`src/rtl/pwm255_pkg.sv`:
```
package pwm255_pkg;

   // register select, decoded from the bus address
   typedef enum logic [1:0] {
      SEL_CMP  = 2'd0,
      SEL_PRE  = 2'd1,
      SEL_CTRL = 2'd2,
      SEL_NONE = 2'd3
   } reg_sel_e;

   // control register: bit 1 wrap interrupt enable, bit 0 pin output enable
   typedef struct packed {
      logic irq_en;
      logic out_en;
   } ctrl_t;

endpackage

```
`src/rtl/pwm255_regs.sv`:
```
module pwm255_regs
   import pwm255_pkg::*;
#(
   parameter int DATA_W = 8,
   parameter int CNT_W  = 8,
   parameter int PRE_W  = 8
) (
   input  logic              clk,
   input  logic              rst_n,
   input  logic              wr_en_i,
   input  logic [1:0]        addr_i,
   input  logic [DATA_W-1:0] wr_data_i,
   output logic [DATA_W-1:0] rd_data_o,
   output logic [CNT_W-1:0]  cmp_o,
   output logic [PRE_W-1:0]  pre_o,
   output ctrl_t             ctrl_o
);

   localparam int CTRL_W = $bits(ctrl_t);

   reg_sel_e sel;
   assign sel = reg_sel_e'(addr_i);

   always_ff @(posedge clk or negedge rst_n) begin
      if (!rst_n) begin
         cmp_o  <= '0;
         pre_o  <= '0;
         ctrl_o <= '0;
      end else if (wr_en_i) begin
         unique case (sel)
            SEL_CMP:  cmp_o  <= wr_data_i[CNT_W-1:0];
            SEL_PRE:  pre_o  <= wr_data_i[PRE_W-1:0];
            SEL_CTRL: ctrl_o <= ctrl_t'(wr_data_i[CTRL_W-1:0]);
            default:  ;
         endcase
      end
   end

   always_comb begin
      rd_data_o = '0;
      unique case (sel)
         SEL_CMP:  rd_data_o[CNT_W-1:0]  = cmp_o;
         SEL_PRE:  rd_data_o[PRE_W-1:0]  = pre_o;
         SEL_CTRL: rd_data_o[CTRL_W-1:0] = ctrl_o;
         default:  rd_data_o = '0;
      endcase
   end


   ctrl_hold_chk: assert property (@(posedge clk) disable iff (!rst_n)
      !wr_en_i |=> $stable(ctrl_o));

endmodule

```
`src/rtl/pwm255_prescaler.sv`:
```
module pwm255_prescaler #(
   parameter int PRE_W   = 8,
   parameter bit DIV2_EN = 1'b1
) (
   input  logic             clk,
   input  logic             rst_n,
   input  logic             run_i,
   input  logic [PRE_W-1:0] reload_i,
   output logic             tick_o
);

   logic             step;
   logic [PRE_W-1:0] down_q;

   generate
      if (DIV2_EN) begin : g_half
         logic phase_q;
         always_ff @(posedge clk or negedge rst_n) begin
            if (!rst_n)     phase_q <= 1'b0;
            else if (run_i) phase_q <= ~phase_q;
         end
         assign step = run_i & phase_q;
      end else begin : g_full
         assign step = run_i;
      end
   endgenerate

   always_ff @(posedge clk or negedge rst_n) begin
      if (!rst_n) begin
         down_q <= '0;
      end else if (step) begin
         if (down_q == '0) down_q <= reload_i;
         else              down_q <= down_q - 1'b1;
      end
   end

   assign tick_o = step && (down_q == '0);


   pre_freeze_chk: assert property (@(posedge clk) disable iff (!rst_n)
      !run_i |=> $stable(down_q));

endmodule

```
`src/rtl/pwm255_counter.sv`:
```
module pwm255_counter #(
   parameter int CNT_W = 8
) (
   input  logic             clk,
   input  logic             rst_n,
   input  logic             tick_i,
   input  logic [CNT_W-1:0] cmp_i,
   output logic [CNT_W-1:0] cnt_o,
   output logic [CNT_W-1:0] act_o,
   output logic             wrap_o,
   output logic             raw_o
);

   // last counter state: all ones minus one, so all ones never matches
   localparam logic [CNT_W-1:0] TOP = {{(CNT_W-1){1'b1}}, 1'b0};

   assign wrap_o = tick_i && (cnt_o == TOP);

   always_ff @(posedge clk or negedge rst_n) begin
      if (!rst_n) begin
         cnt_o <= '0;
         act_o <= '0;
      end else if (tick_i) begin
         if (wrap_o) begin
            cnt_o <= '0;
            act_o <= cmp_i;
         end else begin
            cnt_o <= cnt_o + 1'b1;
         end
      end
   end

   // set at match, clear at zero: high exactly while count >= active compare
   assign raw_o = (cnt_o >= act_o);


   cnt_range_chk: assert property (@(posedge clk) disable iff (!rst_n)
      cnt_o <= TOP);


   wrap_zero_chk: assert property (@(posedge clk) disable iff (!rst_n)
      (tick_i && cnt_o == TOP) |=> (cnt_o == '0));


   shadow_hold_chk: assert property (@(posedge clk) disable iff (!rst_n)
      !(tick_i && cnt_o == TOP) |=> $stable(act_o));

endmodule

```
`src/rtl/pwm255_gen.sv`:
```
module pwm255_gen
   import pwm255_pkg::*;
#(
   parameter int DATA_W  = 8,
   parameter int CNT_W   = 8,
   parameter int PRE_W   = 8,
   parameter bit DIV2_EN = 1'b1
) (
   input  logic              clk,
   input  logic              rst_n,
   input  logic              idle_i,
   input  logic              pdown_i,
   input  logic              wr_en_i,
   input  logic [1:0]        addr_i,
   input  logic [DATA_W-1:0] wr_data_i,
   output logic [DATA_W-1:0] rd_data_o,
   input  logic              io_out_i,
   output logic              pwm_pin_o,
   output logic              wrap_irq_o
);

   generate
      if (CNT_W < 2 || CNT_W > DATA_W) begin : g_bad_cnt
         $error("CNT_W must lie in 2..DATA_W");
      end
      if (PRE_W < 1 || PRE_W > DATA_W) begin : g_bad_pre
         $error("PRE_W must lie in 1..DATA_W");
      end
   endgenerate

   logic             frozen;
   logic             tick;
   logic             wrap;
   logic             raw;
   logic [CNT_W-1:0] cmp_reg;
   logic [CNT_W-1:0] cnt;
   logic [CNT_W-1:0] act;
   logic [PRE_W-1:0] pre_reg;
   ctrl_t            ctrl;
   logic             irq_q;

   assign frozen = idle_i | pdown_i;

   pwm255_regs #(.DATA_W(DATA_W), .CNT_W(CNT_W), .PRE_W(PRE_W)) regs_i (
      .clk(clk), .rst_n(rst_n), .wr_en_i(wr_en_i), .addr_i(addr_i),
      .wr_data_i(wr_data_i), .rd_data_o(rd_data_o),
      .cmp_o(cmp_reg), .pre_o(pre_reg), .ctrl_o(ctrl)
   );

   pwm255_prescaler #(.PRE_W(PRE_W), .DIV2_EN(DIV2_EN)) pre_i (
      .clk(clk), .rst_n(rst_n), .run_i(~frozen), .reload_i(pre_reg),
      .tick_o(tick)
   );

   pwm255_counter #(.CNT_W(CNT_W)) cnt_i (
      .clk(clk), .rst_n(rst_n), .tick_i(tick), .cmp_i(cmp_reg),
      .cnt_o(cnt), .act_o(act), .wrap_o(wrap), .raw_o(raw)
   );

   always_ff @(posedge clk or negedge rst_n) begin
      if (!rst_n) irq_q <= 1'b0;
      else        irq_q <= wrap & ctrl.irq_en;
   end
   assign wrap_irq_o = irq_q;

   always_comb begin
      if (!ctrl.out_en) pwm_pin_o = io_out_i;
      else if (frozen)  pwm_pin_o = 1'b1;
      else              pwm_pin_o = raw;
   end


   cnt_freeze_chk: assert property (@(posedge clk) disable iff (!rst_n)
      (idle_i || pdown_i) |=> $stable(cnt));


   irq_gate_chk: assert property (@(posedge clk) disable iff (!rst_n)
      wrap_irq_o |-> ($past(ctrl.irq_en) && cnt == '0));


   set_prio_chk: assert property (@(posedge clk) disable iff (!rst_n)
      (ctrl.out_en && !frozen && act == '0) |-> pwm_pin_o);


   never_match_chk: assert property (@(posedge clk) disable iff (!rst_n)
      (ctrl.out_en && !frozen && act == '1) |-> !pwm_pin_o);

endmodule

```
`config.mk`:
```
export PLATFORM = sky130hd
export DESIGN_NAME = pwm255_gen
export DESIGN_NICKNAME = d
export VERILOG_FILES = /design/src/rtl/pwm255_pkg.sv /design/src/rtl/pwm255_regs.sv /design/src/rtl/pwm255_prescaler.sv /design/src/rtl/pwm255_counter.sv /design/src/rtl/pwm255_gen.sv
export SDC_FILE = /design/constraint.sdc
export NUM_CORES = 1
export LEC_CHECK = 0
export BUFFER_PORTS_ARGS = -buffer_cell sky130_fd_sc_hd__buf_2
export CAP_MARGIN = 0
export CELL_PAD_IN_SITES_DETAIL_PLACEMENT = 0
export CELL_PAD_IN_SITES_GLOBAL_PLACEMENT = 1
export CORE_MARGIN = 4
export CORE_UTILIZATION = 50
export DETAILED_ROUTE_END_ITERATION = 6
export GPL_TIMING_DRIVEN = 1
export PLACE_DENSITY = 0.83
export SLEW_MARGIN = 40
export SYNTH_ARGS = -nofsm -noshare
export SYNTH_HDL_FRONTEND = slang
export SYNTH_SLANG_ARGS = --single-unit
```
`constraint.sdc`:
```
create_clock -name clk -period 5.9 [get_ports clk]
set_input_delay 0.295 -clock clk [delete_from_list [all_inputs] [get_ports clk]]
set_output_delay 0.295 -clock clk [all_outputs]
set_load 0.005 [all_outputs]
```
==> key figures <==
Worst setup path
  • Crit path depth: 4
  • RR Endpoint: cnt_i.act_o[3]
  • Buffers & Inverters on Critical Path: 0
  • Setup CP Type: reg -> reg
  • Critical Path RT: 6.09 ns
  • FF-to-FF setup slack: 3.50 ns
  • Endpoint class of the critical path: register
  • R2R cell count: 4
  • Crit-path cells: or4_1 > or4_4 > nor2_8 > mux2_2
  • Arr. time, crit path: 2.59 ns
  • Delay of the slowest critical-path stage: 0.68 ns
  • R2r startpoint: pre_i.down_q[3]
  • Worst setup SP type: register
  • Max FO, Critical Path: 14
  • CP max stage cell: or4_1
  • CP delay by family, top: simple AND/OR/NAND/NOR gates

Yosys
  • Largest family of logic cells by synthesized area: multiplexers
  • Mapped Nets: 234
  • Simple-Gate Fraction of Synth Area: 16.4%
  • Cell Area, Synth: 0.00233 sq mm
  • Post-Syn Instances: 207
  • Synth Area in Compound Gates: 6.22%
  • Main synth FF type: dfrtp_1
  • Syn. warnings: 0
  • Synth Area in Adders: 5.89%
  • EDFF count, synth: 0
  • Async S/R FF share, synth: 100%
  • Avg Inst Size Synth: 11.3 sq um
  • Multiplexer share of the synthesized area: 18.5%
  • Post-synthesis xor/xnor area fraction: 1.88%
  • Seq/Total Area, Yosys: 47.2%
  • Yosys reg bits: 44
  • Synth unique cells: 43

Global route
  • Number of global-route vias before repair: 1,562
  • Gr usage total: 17.4%
  • First-pass GRT wire length: 8.02 mm
  • GRT overflow: 0
  • Initial antenna violation count: 0
  • Largest net degree at the start of global routing: 45

Pwr
  • Tot Pwr: 794 uW
  • Psw: 262 uW
  • Power per cell area: 307 mW/mm^2
  • Sw Share: 33.0%
  • Leakage: 0.00118 uW
  • Logic pwr share: 23.6%
  • Peak supply drop: 0.153 mV
  • Clock group share of total power: 23.4%
  • Reg power frac: 53.1%
  • Int Pwr: 532 uW

CTS
  • H-tree levels: 2
  • CTS tree: built
  • Longest Clk Path Bufs: 2
  • CTS Sinks: 44
  • Clock Tree Root: clkbuf_8
  • # Post-CTS Setup Buffers: 0
  • Worst skew pair latency: 0.29 ns
  • # resized after CTS: 0
  • Hold-fix buffers, CTS: 1
  • Clock-pin slew on the worst setup and hold paths: 0.08 ns
  • CTS buffer count: 5

Placement
  • Pre-CTS setup slack: 3.51 ns
  • Placed Area: 0.00248 sq mm
  • DP HPWL: 3.57 mm
  • Gpl congestion: 0.775
  • Port bufs: 25

Routing
  • Vias: 1,618
  • Residual DRC count: 0
  • Post-route ant nets: 0
  • Via/cell ratio: 5.64
  • DR pass1 iterations: 4
  • Routed WL per cell: 16.8 um
  • Total wire length: 4.81 mm
  • Initial DRC count: 143

STA
  • Pins over their slew limit: 0
  • Final setup margin: 3.50 ns
  • Final Hold Vio Count: 0
  • Worst hold slack: 0.240 ns
  • Clk_skew: 0.00441 ns
  • Final worst path period share: 40.7%
  • Fmax: 417 MHz
  • Unrepaired setup endpoints after global routing: no
  • Slew HR: 54.4%
  • Minimum clock period: 2.40 ns
  • Setup TNS: 0 ns
  • # setup viols final: 0
  • Least-Margin Pin Slew: 0.679 ns

Worst hold path
  • WHS Path Cells: 2
  • Hold Path Sink: regs_i.cmp_o[2]
  • Hold_sp: wr_data_i[2]
  • Worst hold path type: in -> reg

Layout
  • Fillcell total: 394
  • Layout cells sized above 1: 28.9%
  • Antenna diodes: 0
  • Layout area overhead: 10.8%
  • Nets: 261
  • Final instance area: 0.00259 sq mm

Flow run
  • Max Cap Violations: 0

Floorplanning
  • I/O pins: 26
  • Starting density of the core: 52.5%
  • Die ar.: 0.00583 sq mm
  • DIE HEIGHT: 76.3 um
  • Cell Rows: 24
  • Die width: 76.3 um
  • CORE AREA: 0.00444 sq mm

Run status
  • Status: finished, final reports clean
==> through the flow <==
step / instances / utilization, %
finish: 287 / 58.2
global route: 287 / 58.2
CTS: 287 / 58.1
detailed placement: 278 / 55.9
global placement: 278 / 55.8
floorplan: 207 / -
==> how the worst max path moves through the flow <==
stage                         start              to  slack (ns)
floorplan           pre_i.down_q[3]  cnt_i.act_o[4]        3.61
global placement    pre_i.down_q[3]  cnt_i.act_o[0]        3.55
detailed placement  pre_i.down_q[3]  cnt_i.act_o[3]        3.51
CTS                 pre_i.down_q[3]  cnt_i.act_o[0]        3.49
global route        pre_i.down_q[3]  cnt_i.act_o[1]        3.42
finish              pre_i.down_q[3]  cnt_i.act_o[3]        3.50
==> power by group through the flow <==
| stage | clock network [uW] | registers [uW] | logic [uW] |
|---|---|---|---|
| 4_1_cts | 194 | 421 | 189 |
| 3_3_place_gp | 0 | 424 | 183 |
| 5_1_grt | 212 | 430 | 213 |
| 2_1_floorplan | 0 | 400 | 150 |
| 6_report | 186 | 421 | 187 |
| 3_5_place_dp | 0 | 428 | 186 |
==> per-layer routing <==
| layer | global-route usage (%) | wire, um | share of wire, % | vias to the layer above |
|---|---|---|---|---|
| met5 | 0 | 0 | 0 | - |
| li1 | - | - | - | 801 |
| met3 | 4.26 | 223 | 4.6 | 8 |
| met2 | 24.0 | 2070 | 43 | 36 |
| met4 | 5.62 | 63 | 1.3 | 0 |
| met1 | 26.4 | 2460 | 51 | 773 |
==> layout make-up <==
class	count	area, sq um	share of cell area [%]
Clock buffer	5	68.8	2.66
Timing Repair Buffer	27	145	5.61
Clock inverter	3	18.8	0.726
Sequential cell	44	1100	42.6
Inverter	11	41.3	1.60
Tap cell	52	65.1	2.52
Multi-Input combinational cell	145	1150	44.3
==> cells in the final DEF (no fill, tap or decap), types with 5 or more instances in the layout <==
cell type,count
mux2_2,25
buf_2,24
mux2i_1,9
o21ai_0,9
a21oi_1,5
dfrtp_1,44
nor2_1,21
nand2_1,8
clkbuf_8,5
nor3_1,5
ha_1,11
inv_1,11
==> synth_stat cells, drive strengths merged, types with 2 or more instances <==
master   n  area share (%)
or4      2            0.80
ha      11             5.9
nor4     4             1.3
mux2    29              15
dfrtp   44              47
nand3    4            0.86
buf      3             1.6
a21oi    5             1.1
nand2    8             1.3
o311ai   2            0.75
clkbuf   4            0.64
nand3b   3            0.96
nor3b    2            0.64
nand2b   2            0.54
nand4b   3             1.1
nor2    22             4.2
a31oi    2            0.54
xnor2    3             1.1
xor2     2            0.75
nand4    2            0.54
o21ai    9             1.9
mux2i    9             3.9
or3      2            0.54
o31ai    2            0.64
inv     11             1.8
nor2b    2            0.54
nor3     5             1.1
==> state kept, by name (all words and copies together), names as in the netlist <==
register / flops
cnt_i.act_o: 8
cnt_i.cnt_o: 8
pre_i.down_q: 8
pre_i.g_half.phase_q: 1
regs_i.cmp_o: 8
regs_i.ctrl_o: 2
regs_i.pre_o: 8
wrap_irq_o: 1
==> logic make-up after synthesis <==
kind of cell             after synthesis
multiplexers                          38
adder cells (fa/ha/maj)               11
flip-flops                            44
AND/OR/NAND/NOR                       67
AO/OA/AOI/OAI                         24
buffers and inverters                 18
XOR/XNOR                               5
Power figures use the tool's default switching activity.
